==> src/rtl/wsd_pkg.sv <==
package wsd_pkg;
  typedef enum logic [1:0] {
    MV_IDLE = 2'd0,
    MV_WAIT = 2'd1,
    MV_SEND = 2'd2,
    MV_FIN  = 2'd3
  } mv_state_e;

  localparam logic [3:0] OFS_BASE  = 4'h0;
  localparam logic [3:0] OFS_WORDS = 4'h4;
  localparam logic [3:0] OFS_CTRL  = 4'h8;
  localparam logic [3:0] OFS_TALLY = 4'hC;
endpackage

==> src/rtl/wsd_cfg_regs.sv <==
module wsd_cfg_regs #(
  parameter int DW    = 32,
  parameter int AW    = 32,
  parameter int LEN_W = 16,
  parameter int CNT_W = 32,
  parameter int OFS_W = 4
) (
  input  logic             clk,
  input  logic             rst,
  input  logic             wr_en,
  input  logic             rd_en,
  input  logic [OFS_W-1:0] ofs,
  input  logic [DW-1:0]    wdata,
  input  logic             busy,
  input  logic [CNT_W-1:0] tally,
  output logic [DW-1:0]    rdata,
  output logic             rvalid,
  output logic [AW-1:0]    base,
  output logic [LEN_W-1:0] words,
  output logic             start
);
  import wsd_pkg::*;

  logic wr_ok;
  assign wr_ok = wr_en && !busy;
  assign start = wr_ok && (ofs == OFS_W'(OFS_CTRL)) && wdata[0];

  logic [DW-1:0] rd_mux;
  always_comb begin
    rd_mux = '0;
    case (ofs)
      OFS_W'(OFS_BASE):  rd_mux = DW'(base);
      OFS_W'(OFS_WORDS): rd_mux = DW'(words);
      OFS_W'(OFS_CTRL):  rd_mux = DW'(busy);
      OFS_W'(OFS_TALLY): rd_mux = DW'(tally);
      default:           rd_mux = '0;
    endcase
  end

  always_ff @(posedge clk) begin
    if (rst) begin
      base   <= '0;
      words  <= '0;
      rdata  <= '0;
      rvalid <= 1'b0;
    end else begin
      rvalid <= rd_en;
      if (rd_en) rdata <= rd_mux;
      if (wr_ok && ofs == OFS_W'(OFS_BASE))  base  <= AW'(wdata);
      if (wr_ok && ofs == OFS_W'(OFS_WORDS)) words <= wdata[LEN_W-1:0];
    end
  end
endmodule

==> src/rtl/wsd_mover.sv <==
module wsd_mover #(
  parameter int DW    = 32,
  parameter int AW    = 32,
  parameter int LEN_W = 16
) (
  input  logic             clk,
  input  logic             rst,
  input  logic             start,
  input  logic [AW-1:0]    base,
  input  logic [LEN_W-1:0] words,
  output logic             mem_rd_en,
  output logic [AW-1:0]    mem_rd_addr,
  input  logic [DW-1:0]    mem_rd_data,
  input  logic             mem_rd_valid,
  output logic             ep_valid,
  output logic [DW-1:0]    ep_data,
  output logic             ep_last,
  input  logic             ep_ready,
  output logic             busy,
  output logic             fin
);
  import wsd_pkg::*;

  localparam int          STEP_BYTES = DW / 8;
  localparam logic [AW-1:0] STEP     = AW'(STEP_BYTES);

  mv_state_e        state;
  logic [LEN_W-1:0] left;

  assign fin = (state == MV_FIN);

  always_ff @(posedge clk) begin
    if (rst) begin
      state       <= MV_IDLE;
      left        <= '0;
      busy        <= 1'b0;
      mem_rd_en   <= 1'b0;
      mem_rd_addr <= '0;
      ep_valid    <= 1'b0;
      ep_data     <= '0;
      ep_last     <= 1'b0;
    end else begin
      mem_rd_en <= 1'b0;
      case (state)
        MV_IDLE: if (start) begin
          busy <= 1'b1;
          left <= words;
          if (words == '0) begin
            state <= MV_FIN;
          end else begin
            state       <= MV_WAIT;
            mem_rd_en   <= 1'b1;
            mem_rd_addr <= base;
          end
        end
        MV_WAIT: if (mem_rd_valid) begin
          ep_valid <= 1'b1;
          ep_data  <= mem_rd_data;
          ep_last  <= (left == LEN_W'(1));
          state    <= MV_SEND;
        end
        MV_SEND: if (ep_ready) begin
          ep_valid <= 1'b0;
          ep_last  <= 1'b0;
          if (left == LEN_W'(1)) begin
            state <= MV_FIN;
          end else begin
            left        <= left - LEN_W'(1);
            mem_rd_addr <= mem_rd_addr + STEP;
            mem_rd_en   <= 1'b1;
            state       <= MV_WAIT;
          end
        end
        MV_FIN: begin
          busy  <= 1'b0;
          state <= MV_IDLE;
        end
        default: state <= MV_IDLE;
      endcase
    end
  end
endmodule

==> src/rtl/wsd_done_tally.sv <==
module wsd_done_tally #(
  parameter int AW    = 32,
  parameter int LEN_W = 16,
  parameter int CNT_W = 32
) (
  input  logic             clk,
  input  logic             rst,
  input  logic             fin,
  input  logic [AW-1:0]    base,
  input  logic [LEN_W-1:0] words,
  output logic             irq,
  output logic [CNT_W-1:0] tally,
  output logic             evt_valid,
  output logic [AW-1:0]    evt_base,
  output logic [LEN_W-1:0] evt_len
);
  always_ff @(posedge clk) begin
    if (rst) begin
      irq       <= 1'b0;
      tally     <= '0;
      evt_valid <= 1'b0;
      evt_base  <= '0;
      evt_len   <= '0;
    end else begin
      irq       <= fin;
      evt_valid <= fin;
      if (fin) begin
        tally    <= tally + CNT_W'(1);
        evt_base <= base;
        evt_len  <= words;
      end
    end
  end
endmodule

==> src/rtl/wordstream_dma.sv <==
module wordstream_dma #(
  parameter int DW    = 32,
  parameter int AW    = 32,
  parameter int LEN_W = 16,
  parameter int CNT_W = 32,
  parameter int OFS_W = 4
) (
  input  logic             clk,
  input  logic             rst,
  input  logic             cfg_wr_en,
  input  logic             cfg_rd_en,
  input  logic [OFS_W-1:0] cfg_ofs,
  input  logic [DW-1:0]    cfg_wdata,
  output logic [DW-1:0]    cfg_rdata,
  output logic             cfg_rvalid,
  output logic             mem_rd_en,
  output logic [AW-1:0]    mem_rd_addr,
  input  logic [DW-1:0]    mem_rd_data,
  input  logic             mem_rd_valid,
  output logic             ep_valid,
  output logic [DW-1:0]    ep_data,
  output logic             ep_last,
  input  logic             ep_ready,
  output logic             busy,
  output logic             irq_done,
  output logic             evt_valid,
  output logic [AW-1:0]    evt_base,
  output logic [LEN_W-1:0] evt_len
);
  logic [AW-1:0]    base;
  logic [LEN_W-1:0] words;
  logic             start;
  logic             fin;
  logic [CNT_W-1:0] tally;

  wsd_cfg_regs #(.DW(DW), .AW(AW), .LEN_W(LEN_W), .CNT_W(CNT_W), .OFS_W(OFS_W)) u_regs (
    .clk(clk), .rst(rst),
    .wr_en(cfg_wr_en), .rd_en(cfg_rd_en), .ofs(cfg_ofs), .wdata(cfg_wdata),
    .busy(busy), .tally(tally),
    .rdata(cfg_rdata), .rvalid(cfg_rvalid),
    .base(base), .words(words), .start(start)
  );

  wsd_mover #(.DW(DW), .AW(AW), .LEN_W(LEN_W)) u_mover (
    .clk(clk), .rst(rst), .start(start), .base(base), .words(words),
    .mem_rd_en(mem_rd_en), .mem_rd_addr(mem_rd_addr),
    .mem_rd_data(mem_rd_data), .mem_rd_valid(mem_rd_valid),
    .ep_valid(ep_valid), .ep_data(ep_data), .ep_last(ep_last), .ep_ready(ep_ready),
    .busy(busy), .fin(fin)
  );

  wsd_done_tally #(.AW(AW), .LEN_W(LEN_W), .CNT_W(CNT_W)) u_tally (
    .clk(clk), .rst(rst), .fin(fin), .base(base), .words(words),
    .irq(irq_done), .tally(tally),
    .evt_valid(evt_valid), .evt_base(evt_base), .evt_len(evt_len)
  );
endmodule

==> config.mk <==
export PLATFORM = sky130hd
export DESIGN_NAME = wordstream_dma
export DESIGN_NICKNAME = d
export VERILOG_FILES = /design/src/rtl/wsd_pkg.sv /design/src/rtl/wsd_cfg_regs.sv /design/src/rtl/wsd_mover.sv /design/src/rtl/wsd_done_tally.sv /design/src/rtl/wordstream_dma.sv
export SDC_FILE = /design/constraint.sdc
export NUM_CORES = 1
export LEC_CHECK = 0
export CAP_MARGIN = 10
export CORE_UTILIZATION = 51
export CTS_CLUSTER_SIZE = 30
export DETAILED_ROUTE_END_ITERATION = 10
export MAX_ROUTING_LAYER = met4
export PLACE_DENSITY = 0.78
export SYNTH_ARGS = -nofsm -noshare
export SYNTH_HDL_FRONTEND = slang
export SYNTH_SLANG_ARGS = --single-unit
==> constraint.sdc <==
create_clock -name clk -period 2.7 [get_ports clk]
set_input_delay 0.54 -clock clk [delete_from_list [all_inputs] [get_ports clk]]
set_output_delay 0.54 -clock clk [all_outputs]
set_load 0.05 [all_outputs]
# == Yosys cells after proc, flatten, opt, wreduce, memory -nomap -nowiden ==
# Cells that the tools add are included.
# word_totals
register_bits,248
latch_bits,0
mem_bits_rw,0
rom_bits,0
wordCells,77
mem_count,0
# op_classes
n_addsub,3
mul,0
n_div,0
n_lt_le_gt_ge,0
eq_ne,12
shift,0
n_mux,28
n_bitwise,0
reduce_logical,18
# op_table
operator,n
$mux W32,4
$pmux W32 S4,1
$pmux W32 S2,1
$mux W16,3
$add A32 B1 Y32 const B,1
$add A32 B3 Y32 const B,1
$pmux W16 S2,1
$eq A16 B1 Y1 const B,1
$logic_not A16 Y1,1
$sub A16 B1 Y16 const B,1
$mux W2,5
$ne A2 B2 Y1 const B,5
$eq A4 B4 Y1 const B,2
$mux W1,8
$pmux W1 S2,4
$pmux W2 S4,1
$reduce_and A3 Y1,2
$reduce_bool A2 Y1,3
$logic_and A1 B1 Y1,5
$reduce_and A5 Y1,1
$eq A2 B2 Y1 const B,2
$eq A4 B3 Y1 const B,1
$logic_not A4 Y1,1
$reduce_and A2 Y1,2
4 further kinds,4

# == Longest topological paths before layout ==
# logic_depth
ltp_word,6
depth_mapped,9

# == Cells and area by module ==
# From an unflattened synthesis, not the netlist that was laid out.
# unflattened
cells_unflattened,1347
area_unflattened_um2,11453.5
# by_module_without_submodules
module,n_inst,cells_per_inst,area_per_inst_um2
wsd_mover,1,583,4644.5
wsd_cfg_regs,1,430,3609.7
wsd_done_tally,1,334,3199.3

# == Worst setup path after synthesis ==
# Ideal clock, no wire load.
# synth_path
path_kind,flip-flop to flip-flop
from,reg u_mover.mem_rd_addr[11]
to,reg u_mover.mem_rd_addr[28]
setup_time_ns,0.067
t_arrival_ns,2.425
slack_ns,0.207
path_stages_with_launch,7
path_buffers,1
synth_period_minus_slack_ns,2.493
cell_sequence,dfxtp_1 buf_2 nand4_4 or4_4 or4b_1 a211o_1 a21oi_2
# synth_between
elab_chain_cells,4
# synth_lines
item,line_no,source
start: declaration,wsd_mover.sv:12,"output logic [AW-1:0] mem_rd_addr,"
start signal: assignment,wsd_mover.sv:53,mem_rd_addr <= base;
start signal: assignment,wsd_mover.sv:69,mem_rd_addr <= mem_rd_addr + STEP;
$add A32 B3 Y32,wsd_mover.sv:69,
$mux W32,wsd_mover.sv:65,if (left == LEN_W'(1)) begin
$mux W32,wsd_mover.sv:62,MV_SEND: if (ep_ready) begin
$pmux W32 S2,wsd_mover.sv:44,case (state)
# No other way between the ends. The select of a mux whose other input is x is not followed.
# A chain may end at the register's enable or synchronous reset.

# == Worst setup path in the final report ==
# layout_path
from,reg u_mover.left[0]
to,reg u_mover.left[15]
# layout_between
elab_chain_cells,4
# layout_lines
item,line_no,source
start: declaration,wsd_mover.sv:28,logic [LEN_W-1:0] left;
start signal: assignment,wsd_mover.sv:47,left <= words;
start signal: assignment,wsd_mover.sv:68,left <= left - LEN_W'(1);
$sub A16 B1 Y16,wsd_mover.sv:68,
$mux W16,wsd_mover.sv:65,
$mux W16,wsd_mover.sv:62,
$pmux W16 S2,wsd_mover.sv:44,
# Several ways; a longest one is shown, not always the timed one. The select of a mux whose other input is x is not followed.

==> results_dict.tcl <==
set metrics [dict create \
    dieArea_mm2 0.0218 \
    clkTransAtPathRegs_ns 0.06 \
    die_w_um 147 \
    skew_ns 0.0224 \
    synth_cell_types 68 \
    grt_pass1_wl_um 56000 \
    cts-buffers-inserted 26 \
    wl_per_cell_um 19.0 \
    placed_area_mm2 0.0137 \
    grt_pass1_vias 10200 \
    ir_worst_vdd_mv 0.430 \
    design_area_mm2 0.0145 \
    clock-sinks 248 \
    yosysWarnings 0 \
    avgSynthCellArea_um2 7.69 \
    cts_root_buf "clkbuf_16" \
    post-route-util_pct 71.0 \
    worst_ep_arrival_time_ns 3.01 \
    dp_hpwl_um 25000 \
    coreArea_mm2 0.0205 \
    seq_area_frac_synth_pct 46.0 \
    post-route-drc-count 0 \
    ctsResizeCount 0 \
    worstPathMaxFanout 19 \
    synth_edf_count 0 \
    fin_crit_sh_pct 94.3 \
    rsz0062_at_grt "false" \
    grtUsageMet3_pct 4.81 \
    relSlewSlack_pct 39.5 \
    via_count 11500 \
    cts_hold_buffers 0 \
    io_pins 225 \
    gp_congestion 0.941 \
    gr-usage-met2_pct 49.8 \
    finalCriticalPeriod_ns 2.55 \
    cts_setup_buffers 0 \
    grt.busiest_layer "met2" \
    cellLeakagePower_nw 4.75 \
    use_met1_pct 45.3 \
    drive_gt1_share_pct 8.75 \
    status "finished clean" \
    synthTopCellsByArea "dfxtp_1 46%, nand2_1 11%, a21oi_1 9.7%" \
    port-buffer-count 224 \
    grt_max_degree 143 \
    syn_area_mm2 0.0108 \
    vias_per_cell 5.98 \
    async_reset_ff_share_pct 0 \
    drtIter0Drc 1388 \
    grt_overflow 0 \
    area_growth_pct 34.7 \
    powerDensity_mw_per_mm2 541 \
    netlist_instances 1403 \
    critPathRequiredTime_ns 3.16 \
    cts_tree "done" \
    yosysTopAreaCell "dfxtp_1" \
    synthesis.nets 1481 \
    worst_pin_slew_ns 0.907 \
    setup_violations 0 \
    gr-usage-all-layers_pct 33.3 \
    synth_top_area_share_pct 46.0 \
    hold_class "in2reg" \
    finalWirelength_um 36400 \
    synth_ff_type "dfxtp_1" \
    holdPathStages 2 \
    fp-row-count 52 \
    insertion_delay_ns 0.54 \
    clockBufferDepth 3 \
    dieHeight_um 147 \
    start_kind "flop" \
    fmax_ghz 0.393 \
    endpoint_kind "flop" \
    drv_cap 0 \
    critPathKind "reg2reg" \
    num-nets-final 1705 \
    antenna_found_initial 1 \
    ff2ff_path_depth 7 \
    ys_ff_latch 248 \
    slew_violations 0 \
    postRouteAntennaNets 0 \
    final_hold_viol_count 0 \
    start_util_pct 52.7 \
    first_pass_iters 6 \
    htreeDepth 1 \
]
==> per-layer routing <==
metal  routed length [um]  vias to the layer above
met3                 3280                      110
li1                     -                     5374
met1                15300                     5355
met5                    0                        -
met2                16500                      617
met4                 1440                        0
==> path summary, 6_finish.rpt <==
path                            slack (ns)           startpoint                endpoint
worst max register to register        0.15      u_mover.left[0]        u_mover.left[15]
worst max-delay path                  0.15      u_mover.left[0]        u_mover.left[15]
worst min-delay path                  0.31                  rst  u_mover.mem_rd_addr[3]
worst min register to register        0.45  u_mover.ep_data[30]     u_mover.ep_data[30]
==> synthesized netlist by cell type, drive strengths merged, types with 6 or more instances <==
library cell,n
or3,11
o311ai,8
and3,8
nor4,27
o31ai,15
o21ai,38
nor3,19
dfxtp,248
a211oi,9
and2,6
nor2,142
nand4,23
clkbuf,90
a211o,7
nand2,328
a222oi,15
a31oi,17
inv,12
xnor2,20
buf,17
or4,6
a21oi,211
a22oi,21
nand3,26
==> layout by cell type, fill, tap and decap left out, types with 21 or more instances in the layout <==
cell             count
nor4_1              26
o21ai_0             36
buf_4               74
nand3_1             25
a22oi_1             21
a21oi_1            210
nand2_1            328
nand4_1             22
clkdlybuf4s50_1    223
dfxtp_1            248
clkbuf_16           26
nor2_1             140
==> per-stage QoR <==
stage | std cells | power [mW] | hold WS [ns] | TNS (ns) | worst slack [ns]
2_1_floorplan | 1403 | 3.97 | 0.454 | 0 | 0.207
3_3_place_gp | 1869 | 4.20 | 0.441 | 0 | 0.0845
3_5_place_dp | 1869 | 4.20 | 0.447 | -0.0145 | -0.0145
4_1_cts | 1915 | 7.87 | 0.302 | 0 | 0.182
5_1_grt | 1916 | 8.06 | 0.314 | 0 | 0.0245
6_report | 1916 | 7.87 | 0.306 | 0 | 0.153
==> sequential cells by signal, indices dropped and copies added (netlist names) <==
register             flops
u_mover.ep_last          1
u_mover.state            2
u_mover.mem_rd_addr     32
u_regs.base             32
u_tally.evt_base        32
u_regs.rvalid            1
u_regs.words            16
u_regs.rdata            32
u_mover.left            16
u_mover.ep_data         32
u_mover.mem_rd_en        1
u_mover.ep_valid         1
u_tally.evt_valid        1
u_mover.busy             1
u_tally.evt_len         16
u_tally.tally           32
==> area by class of cell <==
type	instances	area, um^2
repair buffers	303	2900
clock inverters	8	129
clock buffers	38	756
flip-flops and latches	248	4960
fillers	1677	5950
diodes	1	2.50
inverters	13	48.8
well taps	270	338
multi-input cells	1035	5410
==> where the power goes <==
group	internal, mW	switching, mW	total, mW
Clock	2.22	1.51	3.74
Sequential	3.68	0.0216	3.70
Combinational	0.184	0.250	0.435
Total	6.08	1.79	7.87
==> logic make-up (layout without fill, tap and decap cells) <==
| logic type | after synthesis | after routing | share of synthesized area (%) |
|---|---|---|---|
| adders and majority gates | 4 | 4 | 0.464 |
| and+or+nand+nor | 625 | 625 | 25.6 |
| muxes | 1 | 1 | 0.104 |
| xor gates and xnor gates | 25 | 25 | 2.03 |
| other | 0 | 1 | 0 |
| AOI/OAI and AO/OA | 380 | 380 | 21.5 |
| DFF | 248 | 248 | 46.0 |
| buffers and inverters | 120 | 362 | 4.29 |
==> critical path: stages, from the launching register on <==
cell and delay, ns:
dfxtp_1 0.39, ha_1 0.20, nor4b_1 0.22, nand4_1 0.40
buf_4 0.31, o21ai_2 0.56, o21ai_0 0.21, a21oi_1 0.18
Power figures use the tool's default switching activity.
